### src/rtl/sinc3_pkg.sv
`timescale 1ns/1ps
package sinc3_pkg;
    localparam int STAGES     = 3;
    localparam int MIN_LOG2N  = 5;
    localparam int MAX_LOG2N  = 8;
    localparam int OUT_W      = 15;
    localparam int RATE_W     = 2;
    localparam int ACC_W      = STAGES * MAX_LOG2N + 2;
    localparam int PH_W       = MAX_LOG2N;
    localparam int WARM_TICKS = STAGES;
    localparam int WARM_W     = $clog2(WARM_TICKS + 1);
    localparam int SH_W       = $clog2(STAGES * MAX_LOG2N);

    function automatic int unsigned rate_log2(input logic [RATE_W-1:0] r);
        return MIN_LOG2N + int'(r);
    endfunction

    function automatic logic [PH_W-1:0] phase_last(input logic [RATE_W-1:0] r);
        return {PH_W{1'b1}} >> (MAX_LOG2N - rate_log2(r));
    endfunction

    function automatic logic [SH_W-1:0] out_shift(input logic [RATE_W-1:0] r);
        return SH_W'(STAGES * rate_log2(r) - (OUT_W - 1));
    endfunction
endpackage

### src/rtl/sinc3_ctrl.sv
`timescale 1ns/1ps
module sinc3_ctrl
    import sinc3_pkg::*;
(
    input  logic              clk,
    input  logic              rst_n,
    input  logic              bit_en,
    input  logic [RATE_W-1:0] rate_sel,
    output logic [RATE_W-1:0] rate_q,
    output logic              clear,
    output logic              step,
    output logic              tick,
    output logic              emit
);
    typedef struct packed {
        logic [RATE_W-1:0] rate;
        logic [PH_W-1:0]   phase;
        logic [WARM_W-1:0] warm;
    } ctrl_t;

    ctrl_t s_q, s_d;
    logic  at_last;
    logic  warm_full;

    always_comb begin
        s_d       = s_q;
        clear     = (rate_sel != s_q.rate);
        step      = bit_en && !clear;
        at_last   = (s_q.phase == phase_last(s_q.rate));
        warm_full = (s_q.warm == WARM_W'(WARM_TICKS));
        tick      = step && at_last;
        emit      = tick && warm_full;
        if (clear) begin
            s_d.rate  = rate_sel;
            s_d.phase = '0;
            s_d.warm  = '0;
        end else if (step) begin
            if (at_last) begin
                s_d.phase = '0;
                if (!warm_full) begin
                    s_d.warm = s_q.warm + WARM_W'(1);
                end
            end else begin
                s_d.phase = s_q.phase + PH_W'(1);
            end
        end
    end

    always_ff @(posedge clk or negedge rst_n) begin
        if (!rst_n) begin
            s_q <= '0;
        end else begin
            s_q <= s_d;
        end
    end

    assign rate_q = s_q.rate;

    // a ratio change restarts both the period and the settling count
    p_restart_r8: assert property (@(posedge clk) disable iff (!rst_n)
        clear |=> (s_q.phase == '0) && (s_q.warm == '0) && (s_q.rate == $past(rate_sel)));

    // a period boundary returns the phase count to zero
    p_period_wrap_r2: assert property (@(posedge clk) disable iff (!rst_n)
        tick |=> (s_q.phase == '0));

    // without an enabled bit the timing state does not move
    p_idle_hold_r4: assert property (@(posedge clk) disable iff (!rst_n)
        (!bit_en && !clear) |=> $stable(s_q));
endmodule

### src/rtl/sinc3_integ.sv
`timescale 1ns/1ps
module sinc3_integ
    import sinc3_pkg::*;
(
    input  logic             clk,
    input  logic             rst_n,
    input  logic             step,
    input  logic             clear,
    input  logic             bit_in,
    output logic [ACC_W-1:0] acc_nxt
);
    typedef struct packed {
        logic [STAGES-1:0][ACC_W-1:0] acc;
    } integ_t;

    integ_t           s_q, s_d;
    logic [ACC_W-1:0] x_in;
    logic [ACC_W-1:0] sum [STAGES];

    assign x_in = bit_in ? ACC_W'(1) : {ACC_W{1'b1}};

    for (genvar g = 0; g < STAGES; g++) begin : g_stage
        if (g == 0) begin : g_first
            assign sum[g] = s_q.acc[g] + x_in;
        end else begin : g_next
            assign sum[g] = s_q.acc[g] + s_q.acc[g-1];
        end
    end

    always_comb begin
        s_d = s_q;
        if (clear) begin
            s_d.acc = '0;
        end else if (step) begin
            for (int k = 0; k < STAGES; k++) begin
                s_d.acc[k] = sum[k];
            end
        end
    end

    always_ff @(posedge clk or negedge rst_n) begin
        if (!rst_n) begin
            s_q <= '0;
        end else begin
            s_q <= s_d;
        end
    end

    assign acc_nxt = sum[STAGES-1];

    // integrators ignore the input when no bit is enabled
    p_integ_hold_r4: assert property (@(posedge clk) disable iff (!rst_n)
        (!step && !clear) |=> $stable(s_q.acc));

    // a clear leaves every integrator at zero
    p_integ_clear_r8: assert property (@(posedge clk) disable iff (!rst_n)
        clear |=> (s_q.acc == '0));
endmodule

### src/rtl/sinc3_comb.sv
`timescale 1ns/1ps
module sinc3_comb
    import sinc3_pkg::*;
(
    input  logic              clk,
    input  logic              rst_n,
    input  logic              clear,
    input  logic              tick,
    input  logic              emit,
    input  logic [RATE_W-1:0] rate,
    input  logic [ACC_W-1:0]  acc_in,
    output logic [OUT_W-1:0]  smp,
    output logic              valid
);
    typedef struct packed {
        logic [STAGES-1:0][ACC_W-1:0] dly;
        logic [OUT_W-1:0]             smp;
        logic                         vld;
    } comb_t;

    comb_t                   s_q, s_d;
    logic [ACC_W-1:0]        stage_v [STAGES+1];
    logic signed [ACC_W-1:0] shifted;
    logic [ACC_W-OUT_W:0]    head;
    logic                    fits;
    logic [OUT_W-1:0]        scaled;

    assign stage_v[0] = acc_in;
    for (genvar g = 0; g < STAGES; g++) begin : g_diff
        assign stage_v[g+1] = stage_v[g] - s_q.dly[g];
    end

    always_comb begin
        shifted = $signed(stage_v[STAGES]) >>> out_shift(rate);
        head    = shifted[ACC_W-1:OUT_W-1];
        fits    = (&head) || !(|head);
        if (fits) begin
            scaled = shifted[OUT_W-1:0];
        end else if (shifted[ACC_W-1]) begin
            scaled = {1'b1, {(OUT_W-1){1'b0}}};
        end else begin
            scaled = {1'b0, {(OUT_W-1){1'b1}}};
        end
    end

    always_comb begin
        s_d     = s_q;
        s_d.vld = emit;
        if (emit) begin
            s_d.smp = scaled;
        end
        if (clear) begin
            s_d.dly = '0;
        end else if (tick) begin
            for (int k = 0; k < STAGES; k++) begin
                s_d.dly[k] = stage_v[k];
            end
        end
    end

    always_ff @(posedge clk or negedge rst_n) begin
        if (!rst_n) begin
            s_q <= '0;
        end else begin
            s_q <= s_d;
        end
    end

    assign smp   = s_q.smp;
    assign valid = s_q.vld;

    // the strobe never lasts two clocks
    p_valid_pulse_r3: assert property (@(posedge clk) disable iff (!rst_n)
        valid |=> !valid);

    // the word only moves together with the strobe
    p_word_hold_r10: assert property (@(posedge clk) disable iff (!rst_n)
        !valid |-> $stable(smp));

    // the comb history is empty after a clear
    p_comb_clear_r8: assert property (@(posedge clk) disable iff (!rst_n)
        clear |=> (s_q.dly == '0) && !valid);
endmodule

### src/rtl/sinc3_decim.sv
`timescale 1ns/1ps
module sinc3_decim
    import sinc3_pkg::*;
(
    input  logic              clk,
    input  logic              rst_n,
    input  logic              bit_en,
    input  logic              bit_in,
    input  logic [RATE_W-1:0] rate_sel,
    output logic [OUT_W-1:0]  smp_out,
    output logic              smp_valid
);
    logic [RATE_W-1:0] rate_q;
    logic              clear;
    logic              step;
    logic              tick;
    logic              emit;
    logic [ACC_W-1:0]  acc_nxt;

    sinc3_ctrl u_ctrl (
        .clk      (clk),
        .rst_n    (rst_n),
        .bit_en   (bit_en),
        .rate_sel (rate_sel),
        .rate_q   (rate_q),
        .clear    (clear),
        .step     (step),
        .tick     (tick),
        .emit     (emit)
    );

    sinc3_integ u_integ (
        .clk     (clk),
        .rst_n   (rst_n),
        .step    (step),
        .clear   (clear),
        .bit_in  (bit_in),
        .acc_nxt (acc_nxt)
    );

    sinc3_comb u_comb (
        .clk    (clk),
        .rst_n  (rst_n),
        .clear  (clear),
        .tick   (tick),
        .emit   (emit),
        .rate   (rate_q),
        .acc_in (acc_nxt),
        .smp    (smp_out),
        .valid  (smp_valid)
    );
endmodule

### config.mk
export PLATFORM = sky130hd
export DESIGN_NAME = sinc3_decim
export DESIGN_NICKNAME = d
export VERILOG_FILES = /design/src/rtl/sinc3_pkg.sv /design/src/rtl/sinc3_ctrl.sv /design/src/rtl/sinc3_integ.sv /design/src/rtl/sinc3_comb.sv /design/src/rtl/sinc3_decim.sv
export SDC_FILE = /design/constraint.sdc
export NUM_CORES = 1
export LEC_CHECK = 0
export BUFFER_PORTS_ARGS = -buffer_cell sky130_fd_sc_hd__buf_4
export CORE_AREA = 5 5 194 196
export DETAILED_ROUTE_END_ITERATION = 16
export DIE_AREA = 0 0 199 201
export HOLD_SLACK_MARGIN = 0.15
export PLACE_DENSITY = 0.68
export REMOVE_ABC_BUFFERS = 1
export SLEW_MARGIN = 10
export SYNTH_ARGS = -nofsm -noshare
export SYNTH_HDL_FRONTEND = slang
export SYNTH_SLANG_ARGS = --single-unit
### constraint.sdc
create_clock -name clk -period 7.8 [get_ports clk]
set_clock_uncertainty 0.05 [all_clocks]
set_input_delay 1.17 -clock clk [delete_from_list [all_inputs] [get_ports clk]]
set_output_delay 1.17 -clock clk [all_outputs]
set_load 0.005 [all_outputs]
Word-level counts from Yosys, hierarchy flattened. Index checks and enable logic that the tools add are counted.

Flip-flop bits (word level): 184. Latch bits: 0. Bits in writable memories: 0. Bits in read-only memories: 0. Bits of input ports: 6. Logic and storage cells: 53. Memories: 0.

Add/subtract/negate cells: 11. Multipliers: 1. Div/mod/pow operators: 0. Order comparisons: 0. Eq/ne operators: 4. Shift-type cells: 2. Multiplexer cells: 12. Bitwise gates (word level): 0. Reduce and logical (&&, ||, !) cells: 12.

Operators by type and width (count): 78-bit 2-to-1 mux (4); 26-bit adder (3); 26-bit subtractor (3); 2-bit by 32-bit multiplier with 5-bit output, first input constant (1); 8-bit by 32-bit >> shifter with 8-bit output, first input constant (1); 4-bit by 32-bit subtractor with 32-bit output, first input constant (1); 15-bit 2-to-1 mux (2); 26-bit 2-to-1 mux (1); 26-bit by 5-bit >>> shifter with 26-bit output (1); 10-bit 2-to-1 mux (2); 12-bit AND reduction (1); 12-bit OR reduction (1); 8-bit by 1-bit adder with 8-bit output, second input constant (1); 8-bit == test (1); 8-bit 2-to-1 mux (1); 2-bit nonzero test (3); 5-bit by 4-bit subtractor with 5-bit output, second input constant (1); 3-bit by 2-bit adder with 4-bit output, first input constant (1); 2-bit 2-to-1 mux (2); 1-bit logical AND (3); 3-bit AND reduction (1); 2-bit by 1-bit adder with 2-bit output, second input constant (1); 2-bit == test, second input constant (1); 1-bit logical NOT (2); other kinds (3) (3).

Logic depth before layout (Yosys ltp). Gate-level depths: netlist of run 1.

Depth in word-level cells: 9. Depth in mapped cells: 44.

Cells and area by module. From an unflattened synthesis of run 1, not the netlist that was laid out.

Cell total of the unflattened synthesis: 1950. Area total of the unflattened synthesis: 16676.0 um2.

By module, submodules not included: sinc3_comb (times used 1, cells each 1049, area an instance 8773.4 um2, seq. area each 2352.3 um2); sinc3_integ (times used 1, cells each 831, area an instance 7198.2 um2, seq. area each 1951.9 um2); sinc3_ctrl (times used 1, cells each 70, area an instance 704.4 um2, seq. area each 300.3 um2).

Worst setup path before layout of run 1. OpenSTA, ideal clock, no wires.

Kind: flip-flop to flip-flop. Start: register u_integ.s_q[26] in the netlist's numbering. End: register u_comb.s_q (netlist bit u_comb.smp[3]). Arrival: 7.997 ns. Setup slack: -0.381 ns. Stages on the path, launching flop included: 42. Period minus slack after synthesis: 8.181 ns. Cell sequence: dfrtp_1 -> ha_1 -> fa_1 -> a21o_1 -> a21oi_1 -> o21bai_1 -> a21oi_1 -> o21bai_1 -> a21oi_1 -> o21bai_1 -> nand3_1 -> nand2_1 -> a21oi_1 -> xnor2_1 -> ha_1 -> or2_2 -> a21oi_1 -> a211oi_1 -> [... 6 more ...] -> o31a_1 -> o2111a_1 -> nor3_1 -> xnor2_1 -> ha_1 -> inv_1 -> o21ai_0 -> nor3_1 -> a21oi_1 -> o211ai_1 -> xnor2_1 -> mux4_2 -> a211o_1 -> nor4_1 -> nand4_1 -> o211ai_1 -> buf_4 -> o211ai_1.

Word-level cells in the longest chain between the ends: 9. Elaborated cells between the ends (all ways): 11. Classes of those cells: add/sub (4); shift (1); mux (2); reduce/logical (4).

RTL lines: from (decl) (line sinc3_integ.sv:16) `integ_t s_q, s_d;`; from (signal assigned) (line sinc3_integ.sv:43) `s_q <= '0;`; from (signal assigned) (line sinc3_integ.sv:45) `s_q <= s_d;`; 26-bit adder (*) (line sinc3_integ.sv:26) `assign sum[g] = s_q.acc[g] + s_q.acc[g-1];`; 26-bit subtractor (*) (3 in a row) (line sinc3_comb.sv:30) `assign stage_v[g+1] = stage_v[g] - s_q.dly[g];`; 26-bit by 5-bit >>> shifter with 26-bit output (*) (line sinc3_comb.sv:34) `shifted = $signed(stage_v[STAGES]) >>> out_shift(rate);`; 12-bit OR reduction (line sinc3_comb.sv:36) `fits = (&head) || !(|head);`; 1-bit logical NOT (line sinc3_comb.sv:36); 1-bit logical OR (line sinc3_comb.sv:36); 15-bit 2-to-1 mux (*) (line sinc3_comb.sv:37) `if (fits) begin`; to (signal assigned) (line sinc3_comb.sv:63) `s_q <= '0;`; to (signal assigned) (line sinc3_comb.sv:65) `s_q <= s_d;`; to (decl) (line sinc3_comb.sv:21) `comb_t s_q, s_d;`.

Mark *: on every way between the ends. The rest lies on a longest branch, timed or not. A chain may end at the register's enable or synchronous reset.

Final worst setup path of run 1.
Start: register u_integ.s_q[26] in the netlist's numbering. End: register u_comb.s_q (netlist bit u_comb.smp[5]).

The elaborated chain is that of the path after synthesis.

==> results of run 1 <==
==> per-layer routing <==
metal | vias up | GRT usage [%]
li1 | 7017 | -
met1 | 6494 | 21.4
met2 | 163 | 32.8
met3 | 50 | 1.96
met4 | 0 | 5.32
met5 | - | 0
==> timing repair <==
item / in CTS / in global routing
pin swaps: 26 / 89
buffers inserted: 10 / 15
endpoints found under the setup margin: 15 / 15
resized for setup: 37 / 103
gates cloned: 0 / 1
==> cell type report <==
cell class	count	area, um^2	share of cell area [%]
clock buffers	20	437	2.31
well taps	468	586	3.10
repair buffers	277	2140	11.3
multi-input cells	1465	10500	55.6
clock inverters	12	93.8	0.497
flip-flops and latches	184	4600	24.4
inverters	140	526	2.78
==> placed cells by master, fill, tap and decap left out, types with 6 or more instances in the layout <==
| cell type | n |
|---|---|
| o21a_1 | 23 |
| a211oi_1 | 25 |
| o21ai_1 | 8 |
| nand3_1 | 41 |
| xor2_1 | 33 |
| a21boi_0 | 8 |
| dfrtp_1 | 184 |
| or2_2 | 6 |
| xnor2_2 | 12 |
| mux4_2 | 11 |
| nand2_1 | 227 |
| xnor2_1 | 81 |
| nand2b_1 | 11 |
| inv_1 | 135 |
| a21oi_1 | 182 |
| buf_4 | 269 |
| o211ai_1 | 13 |
| clkbuf_16 | 18 |
| nor2_1 | 177 |
| ha_1 | 143 |
| nor2b_1 | 18 |
| a41oi_1 | 6 |
| a21o_1 | 36 |
| and2_1 | 14 |
| nand4_1 | 9 |
| o31a_1 | 8 |
| mux2i_1 | 47 |
| a211o_1 | 6 |
| or3_1 | 15 |
| and3_1 | 13 |
| o211ai_2 | 10 |
| o22ai_1 | 9 |
| nor3_1 | 22 |
| a21oi_2 | 22 |
| a31oi_1 | 17 |
| o21bai_1 | 14 |
| o21ai_2 | 6 |
| o21ai_0 | 51 |
==> cells by family after synthesis <==
family	count (synthesis)	share of synthesized area (%)
xor+xnor	128	7.35
fa+ha+maj	159	13.2
compound gates	518	21.6
buf+inv	227	5.96
simple gates	601	17.4
flops	184	29.8
mux	59	4.72
==> report_power, final <==
part	internal, W	switching (W)
clock	0.000411	0.000397
combinational	0.00252	0.00236
sequential	0.000968	0.0000144
total	0.00390	0.00277
==> worst max-delay path, delay by kind of cell (launching register included) <==
kind / cells / cell delay (ns)
AO/OA/AOI/OAI: 19 / 3.31
XOR/XNOR: 4 / 0.64
adder cells (fa/ha/maj): 5 / 1.31
buffers and inverters: 7 / 0.81
flip-flops: 1 / 0.39
multiplexers: 1 / 0.50
AND/OR/NAND/NOR: 7 / 1.08
==> stage by stage <==
step | hold slack, ns | power (W) | utilization [%]
global route | 0.481 | 0.00717 | 52.6
floorplan | 0.419 | 0.00362 | -
detailed placement | 0.428 | 0.00525 | 48.9
finish | 0.443 | 0.00667 | 52.6
global placement | 0.428 | 0.00519 | 48.9
CTS | 0.450 | 0.00625 | 50.9
==> sequential cells by signal, indices dropped and copies added (netlist names) <==
| register | cells |
|---|---|
| u_integ.s_q | 78 |
| u_comb.s_q | 78 |
| u_ctrl.s_q | 10 |
| u_comb.valid | 1 |
| u_ctrl.rate_q | 2 |
| u_comb.smp | 15 |
==> how the worst max path moves through the flow <==
stage	from	endpoint	slack (ns)	cells past startpoint
after floorplan	u_integ.s_q[26]$_DFFE_PN0P_	u_comb.smp[0]$_DFFE_PN0P_	-0.56	40
after CTS	u_integ.s_q[26]$_DFFE_PN0P_	u_comb.smp[0]$_DFFE_PN0P_	-0.26	42
after global placement	u_integ.s_q[26]$_DFFE_PN0P_	u_comb.smp[2]$_DFFE_PN0P_	-0.81	41
final	u_integ.s_q[26]$_DFFE_PN0P_	u_comb.smp[5]$_DFFE_PN0P_	-0.41	43
after detailed placement	u_integ.s_q[26]$_DFFE_PN0P_	u_comb.smp[0]$_DFFE_PN0P_	-0.91	42
after global routing	u_integ.s_q[26]$_DFFE_PN0P_	u_comb.smp[5]$_DFFE_PN0P_	-0.90	44
==> metrics.txt, run 1 <==
Max Slew Vio Count=0; Die Y=201 um; WL per Instance=14.0 um; critical path type=register to register; # rows=70; outcome=finished with violations; failing checks=setup timing; layout cells sized above 1=21.3%; placed instance count=2510; Core Box Area=35900 um^2; Met3 Routed Length=724 um; vias in the first global route=13700; Worst R2R Path Depth=43; worst setup margin=-0.406 ns; Ys Warns=0; Detail Route Antenna Nets=0; Post-synth EDFFs=0; CP Data Arrival Time=8.52 ns; fillcell total=3264; Layout area overhead=22.4%; wire length on met2=18700 um; Area after DPL=17600 um^2; H-tree lvl count=4; sequential cell area fraction in the yosys report=29.8%; first-pass GRT wire length=61200 um; cts bufs inserted=17; Remaining Overflow, GRT=0; post-synth top area share=29.8%; post-layout net count=2250; dominant synthesized flop cell=dfrtp_1; Final Instance Count excl. Fillers=2566; final hold viol count=0; Root Buffer=clkbuf_16; top post-synthesis cells by count=233 x nand2_1, 209 x a21oi_1, 184 x dfrtp_1; Critical R2R Capture=u_comb.smp[5]$_DFFE_PN0P_; final worst-path cycle share=105%; Initial DRT Pass Iterations=5; hold depth=2; Leak=8.75 nW; Cell Area, Synth=15400 um^2; min Tclk post-route=8.21 ns; CTS tree=built; hold buffer count at cts=0; count leader, synth=nand2_1; fmax=122 MHz; Pwr Density=353 nW/um^2; RD Place Congestion=0.880; Worst R2R Start=u_integ.s_q[26]$_DFFE_PN0P_; Slowest-stage cell, CP=mux4_2; WL met1=15900 um; max layer used=met4; Iteration-0 DRC Markers=659; Routed WL=35900 um; pin count of the biggest net entering global routing=93; total number of vias=13700; Worst-Margin Slew=0.958 ns; Setup TNS=-5.40 ns; DP HPWL=25100 um; DIE AREA=40000 um^2; Max VDD drop=0.000362 V; pre-CTS setup slack=-0.910 ns; min-delay src=u_comb.smp[13]$_DFFE_PN0P_; WP data required=8.11 ns; die width=199 um; final setup fails=14; Max-slew headroom=36.2%; CP dominant cell by count=a21oi_2; ant diodes=0; Via-to-Cell Ratio=5.35; starting density of the core=43.0%; unrepaired setup endpoints after global routing=true; Yosys reg bits=184; Hold Path End=u_comb.smp[13]$_DFFE_PN0P_; Reg2Reg Setup Slack=-0.41 ns; worst min path class=register to register; CTS sink cnt=184; initial antenna violation count=0; Bufs on Longest Clock Path=2; Clock transition at path regs=0.07 ns; Post-synth ARST share=100%; number of placed I/O pins=22; Avg Inst Size Synth=8.23 um^2; GRT Total Usage=17.7%; DRC Markers=0; count of cell types in the netlist=77; Slowest Stage Delay on Critical Path=0.50 ns; MaxCap Viol Count=0; post-route design area=18900 um^2; IO Port Bufs=21; top post-synthesis cells by area=dfrtp_1 30%, ha_1 12%, a21oi_1 6.8%, nand2_1 5.7%, xnor2_1 5.3%; Cells after Synth=1876; Synth area leader=dfrtp_1; critical path endpoint category=register; CP max FO=7; Startpoint Class=register; clock latency on the worst-skew pair=0.45 ns
Power figures use the tool's default switching activity.
==> run 2, diff against run 1 <==
--- a/config.mk
+++ b/config.mk
@@ -12,6 +12,7 @@
 export HOLD_SLACK_MARGIN = 0.15
 export PLACE_DENSITY = 0.68
 export REMOVE_ABC_BUFFERS = 1
+export SKIP_LAST_GASP = 1
 export SLEW_MARGIN = 10
 export SYNTH_ARGS = -nofsm -noshare
 export SYNTH_HDL_FRONTEND = slang
==> run 2 against run 1 <==
- the flow still finishes with violations (setup timing)
- non-clock buffer count up 2
- global-route usage stayed put
- setup slack worse by 0.033 ns
- clock power is essentially flat
- wire length hardly changed
- critical path type unchanged
- register-to-register slack got worse by 0.03 ns
- via count about the same
- maximum frequency down 0.40%
- sequential power about the same
- cell area about the same
==> metrics.txt, run 2 (synthesis gave the netlist of run 1 again) <==
Slowest Stage Delay on Critical Path=0.50 ns; critical path type=register to register; starting density of the core=43.0%; Worst Setup SP=u_integ.s_q[52]$_DFFE_PN0P_; # rows=70; unrepaired setup endpoints after global routing=true; switch share=41.4%; worst setup margin=-0.439 ns; commonest cells after routing, fill and taps aside=272 x buf_4, 227 x nand2_1, 184 x dfrtp_1, 181 x a21oi_1, 177 x nor2_1; first-pass GRT wire length=61200 um; Detail Route Antenna Nets=0; Max-slew headroom=35.9%; CP max FO=7; Die Y=201 um; min Tclk post-route=8.24 ns; DIE AREA=40000 um^2; Leak=8.75 nW; pre-CTS setup slack=-0.910 ns; MaxCap Viol Count=0; WL per Instance=14.0 um; CP Data Arrival Time=8.55 ns; Clock Power Share=12.1%; Via-to-Cell Ratio=5.35; family with the most delay on the worst path=compound AO/OA/AOI/OAI gates; Area after DPL=17600 um^2; WP data required=8.11 ns; hold_ws=0.443 ns; Core Box Area=35900 um^2; DP HPWL=25100 um; Startpoint Class=register; Initial DRT Pass Iterations=5; Max VDD drop=0.000365 V; Remaining Overflow, GRT=0; Root Buffer=clkbuf_16; CTS tree=built; final setup fails=14; initial antenna violation count=0; Clock transition at path regs=0.07 ns; commonest non-fill, non-tap cell in the layout=buf_4; failing checks=setup timing; Pwr Density=352 nW/um^2; Combinational Power Share=73.1%; CTS sink cnt=184; layout cells sized above 1=21.3%; Worst R2R Start=u_integ.s_q[52]$_DFFE_PN0P_; Routed WL=35900 um; IO Port Bufs=21; min-delay src=u_comb.smp[13]$_DFFE_PN0P_; final worst-path cycle share=106%; outcome=finished with violations; GRT Total Usage=17.7%; final hold viol count=0; CP dominant cell by count=a21oi_2; Slowest-stage cell, CP=mux4_2; ant diodes=0; total number of vias=13700; H-tree lvl count=4; Psw=0.00276 W; WP buf/inv=5; critical path endpoint category=register; DRC Markers=0; sequential power share=14.8%; worst min path class=register to register; Bufs on Longest Clock Path=2; post-layout net count=2252; Layout area overhead=22.4%; number of placed I/O pins=22; RD Place Congestion=0.880; vias in the first global route=13700; pin count of the biggest net entering global routing=93; die width=199 um; clock latency on the worst-skew pair=0.45 ns; hold buffer count at cts=0; Iteration-0 DRC Markers=655; fmax=121 MHz; Max Slew Vio Count=0; cts bufs inserted=17; Final Instance Count excl. Fillers=2568; P_int=0.00390 W; placed instance count=2510; post-route design area=18900 um^2; Worst-Margin Slew=0.962 ns
==> run 2: cell count changes in the layout (fill, tap and decap cells not counted), sizes merged <==
cell  change
buf       +2
==> run 2: final cells by class <==
cell class / count / area [um^2]
Inverter: 140 / 526
Fill cell: 3270 / 17000
Timing Repair Buffer: 279 / 2150
Clock inverter: 12 / 93.8
Sequential cell: 184 / 4600
Tap cell: 468 / 586
Clock buffer: 20 / 437
Multi-Input combinational cell: 1465 / 10500
==> run 2: timing repair <==
action	in CTS	in global routing
pin swaps	26	93
gates cloned	0	1
buffers inserted	10	17
setup endpoints to repair	15	15
resized for setup	36	100
==> run 2: path summary, 6_finish.rpt <==
kind                                                    end  slack (ns)  cells past startpoint
worst max-delay path              u_comb.smp[5]$_DFFE_PN0P_       -0.44                     44
worst min-delay path             u_comb.smp[13]$_DFFE_PN0P_        0.44                      2
worst max register to register    u_comb.smp[5]$_DFFE_PN0P_       -0.44                     44
worst min register to register   u_comb.smp[13]$_DFFE_PN0P_        0.44                      2
max in group asynchronous       u_integ.s_q[38]$_DFFE_PN0P_        5.77                      2
min in group asynchronous         u_comb.smp[2]$_DFFE_PN0P_        0.64                      1
==> run 2: stage by stage <==
stage                     setup TNS, ns  utilization (%)  total power [W]
after floorplan                   -7.62                -          0.00362
after global placement           -11.13             48.9          0.00519
after detailed placement         -12.22             48.9          0.00525
after CTS                         -3.58             50.9          0.00624
after global routing             -13.30             52.6          0.00715
final                             -5.85             52.6          0.00665
==> run 2: metal layers <==
| layer | share of wire (%) | vias up | global-route usage, % |
|---|---|---|---|
| li1 | - | 7023 | - |
| met1 | 44 | 6493 | 21.4 |
| met2 | 52 | 166 | 32.8 |
| met3 | 2.0 | 55 | 1.96 |
| met4 | 1.7 | 0 | 5.32 |
| met5 | 0 | - | 0 |
==> run 2: worst reg2reg max path: cells and delay by family, from the launching register on <==
family          cells  cell delay [ns]
simple gates        7             0.87
mux                 1             0.50
compound gates     22             3.84
flops               1             0.38
xor+xnor            4             0.68
buf+inv             5             0.56
fa+ha+maj           5             1.27
==> run 2: power by group through the flow <==
stage	Combinational, W	Clock [W]	Sequential (W)
finish	0.00486	0.000808	0.000983
CTS	0.00443	0.000833	0.000982
floorplan	0.00262	0	0.000999
global route	0.00530	0.000865	0.000985
detailed placement	0.00425	0	0.00100
global placement	0.00419	0	0.00100
==> run 3, diff against run 2 <==
--- a/config.mk
+++ b/config.mk
@@ -6,11 +6,13 @@
 export NUM_CORES = 1
 export LEC_CHECK = 0
 export BUFFER_PORTS_ARGS = -buffer_cell sky130_fd_sc_hd__buf_4
+export CELL_PAD_IN_SITES_DETAIL_PLACEMENT = 0
+export CELL_PAD_IN_SITES_GLOBAL_PLACEMENT = 1
 export CORE_AREA = 5 5 194 196
 export DETAILED_ROUTE_END_ITERATION = 16
 export DIE_AREA = 0 0 199 201
 export HOLD_SLACK_MARGIN = 0.15
-export PLACE_DENSITY = 0.68
+export PLACE_DENSITY = 0.83
 export REMOVE_ABC_BUFFERS = 1
 export SKIP_LAST_GASP = 1
 export SLEW_MARGIN = 10
==> run 3 against run 2 <==
- the run still ends with setup timing left
- flip-flop and latch count unchanged
- total power up 0.65%
- wire length up 0.28%
- critical path type unchanged
- die area unchanged
- largest cell class unchanged
- critical endpoint is now u_comb.smp[11]$_DFFE_PN0P_
- largest power group unchanged
- combinational power about the same
- non-clock buffer count up 12
==> metrics.txt, run 3 (synthesis gave the netlist of run 1 again) <==
Max Slew Vio Count=0; Slowest Stage Delay on Critical Path=0.49 ns; Max-slew headroom=28.5%; layout cells sized above 1=21.3%; Critical R2R Capture=u_comb.smp[11]$_DFFE_PN0P_; fmax=122 MHz; Die Y=201 um; final worst-path cycle share=105%; critical path type=register to register; met2 Resource Use GR=33.1%; initial antenna violation count=0; Core Box Area=35900 um^2; DIE AREA=40000 um^2; hold_ws=0.454 ns; CP Data Arrival Time=8.51 ns; Worst R2R Path Depth=41; Bufs on Longest Clock Path=2; cts bufs inserted=17; Reg2Reg Setup Slack=-0.39 ns; Root Buffer=clkbuf_16; Initial DRT Pass Iterations=5; critical path endpoint category=register; min Tclk post-route=8.19 ns; vias in the first global route=13500; unrepaired setup endpoints after global routing=true; CTS tree=built; Detail Route Antenna Nets=0; failing checks=setup timing; min-delay src=u_comb.smp[6]$_DFFE_PN0P_; pin count of the biggest net entering global routing=99; ant diodes=0; M1 GR Usage=21.3%; Leak=8.85 nW; MaxCap Viol Count=0; commonest cells after routing, fill and taps aside=286 x buf_4, 231 x nand2_1, 184 x a21oi_1, 184 x dfrtp_1, 177 x nor2_1; CP dominant cell by count=a21oi_2; final core utilization=52.8%; starting density of the core=43.0%; commonest non-fill, non-tap cell in the layout=buf_4; die width=199 um; Worst-Margin Slew=1.07 ns; Worst R2R Start=u_integ.s_q[52]$_DFFE_PN0P_; Startpoint Class=register; Pwr Total=0.00670 W; met3 usage=2.64%; GR peak layer=met2; number of placed I/O pins=22; Slowest-stage cell, CP=mux4_2; Hold Path End=u_comb.smp[6]$_DFFE_PN0P_; Via-to-Cell Ratio=5.31; Remaining Overflow, GRT=0; DP HPWL=25400 um; CTS sink cnt=184; WP data required=8.12 ns; GRT Total Usage=17.8%; clock latency on the worst-skew pair=0.46 ns; Clock transition at path regs=0.07 ns; Layout area overhead=22.7%; final hold viol count=0; hold depth=2; first-pass GRT wire length=60800 um; Max VDD drop=0.000303 V; # rows=70; H-tree lvl count=4; WL per Instance=13.9 um; total number of vias=13700; IO Port Bufs=21; outcome=finished with violations; post-layout net count=2264; worst min path class=register to register; worst setup margin=-0.395 ns; RD Place Congestion=0.878; Pwr Density=353 nW/um^2; CP max FO=7; Iteration-0 DRC Markers=584; DRC Markers=0; Routed WL=36000 um; pre-CTS setup slack=-0.942 ns; final setup fails=14
==> run 3: cell count changes in the layout (fill, tap and decap cells not counted), moves of 3 or more <==
cell / delta
a21oi_1: +3
buf_4: +14
clkinv_4: -3
nand2_1: +4
nand2_2: -3
nor3_2: -3
o21ai_1: +3
xnor2_1: -4
xnor2_2: +3
==> run 3: final cells by class <==
class	instances	area [um^2]
inverter	140	526
tap	468	586
multi-input combinational	1465	10400
timing repair buffer	291	2240
fill	3379	17000
clock buffer	19	443
sequential	184	4600
clock inverter	13	118
==> run 3: worst max path at each step <==
stage          depth (start not counted)  slack, ns                          to                         from
3_3_place_gp                          41      -0.78   u_comb.smp[0]$_DFFE_PN0P_  u_integ.s_q[26]$_DFFE_PN0P_
4_1_cts                               40      -0.38   u_comb.smp[1]$_DFFE_PN0P_  u_integ.s_q[26]$_DFFE_PN0P_
6_report                              41      -0.39  u_comb.smp[11]$_DFFE_PN0P_  u_integ.s_q[52]$_DFFE_PN0P_
2_1_floorplan                         40      -0.56   u_comb.smp[0]$_DFFE_PN0P_  u_integ.s_q[26]$_DFFE_PN0P_
5_1_grt                               42      -0.89   u_comb.smp[2]$_DFFE_PN0P_  u_integ.s_q[52]$_DFFE_PN0P_
3_5_place_dp                          41      -0.94   u_comb.smp[3]$_DFFE_PN0P_  u_integ.s_q[26]$_DFFE_PN0P_
==> run 3: per-layer routing <==
| metal | vias to the layer above | wire length, um | share of wire [%] |
|---|---|---|---|
| li1 | 7046 | - | - |
| met4 | 0 | 618 | 1.7 |
| met1 | 6471 | 16000 | 44 |
| met5 | - | 0 | 0 |
| met3 | 52 | 819 | 2.3 |
| met2 | 142 | 18600 | 52 |
==> run 3: worst max-delay path, delay by kind of cell, from the launching register on <==
kind | cells | cell delay (ns)
AO/OA/AOI/OAI | 22 | 3.98
adder cells (fa/ha/maj) | 5 | 1.37
XOR/XNOR | 4 | 0.64
buffers and inverters | 5 | 0.61
AND/OR/NAND/NOR | 4 | 0.55
multiplexers | 1 | 0.49
flip-flops | 1 | 0.39
==> run 3: repair_timing <==
action,4_1_cts,5_1_grt
pin swaps,42,94
buffers inserted,16,16
hold buffers,0,0
cloned,0,1
resized for setup,41,76
endpoints found under the setup margin,15,15
==> run 3: through the flow <==
stage	instance area [um^2]	instances	TNS, ns
floorplan	15000	1789	-7.62
global placement	17600	2515	-10.81
detailed placement	17600	2515	-12.80
CTS	18400	2563	-4.91
global route	19000	2580	-11.96
finish	19000	2580	-5.12
==> run 3: report_power, final <==
group          switching, W  internal, W
combinational       0.00233      0.00253
clock              0.000404     0.000451
sequential        0.0000144     0.000968
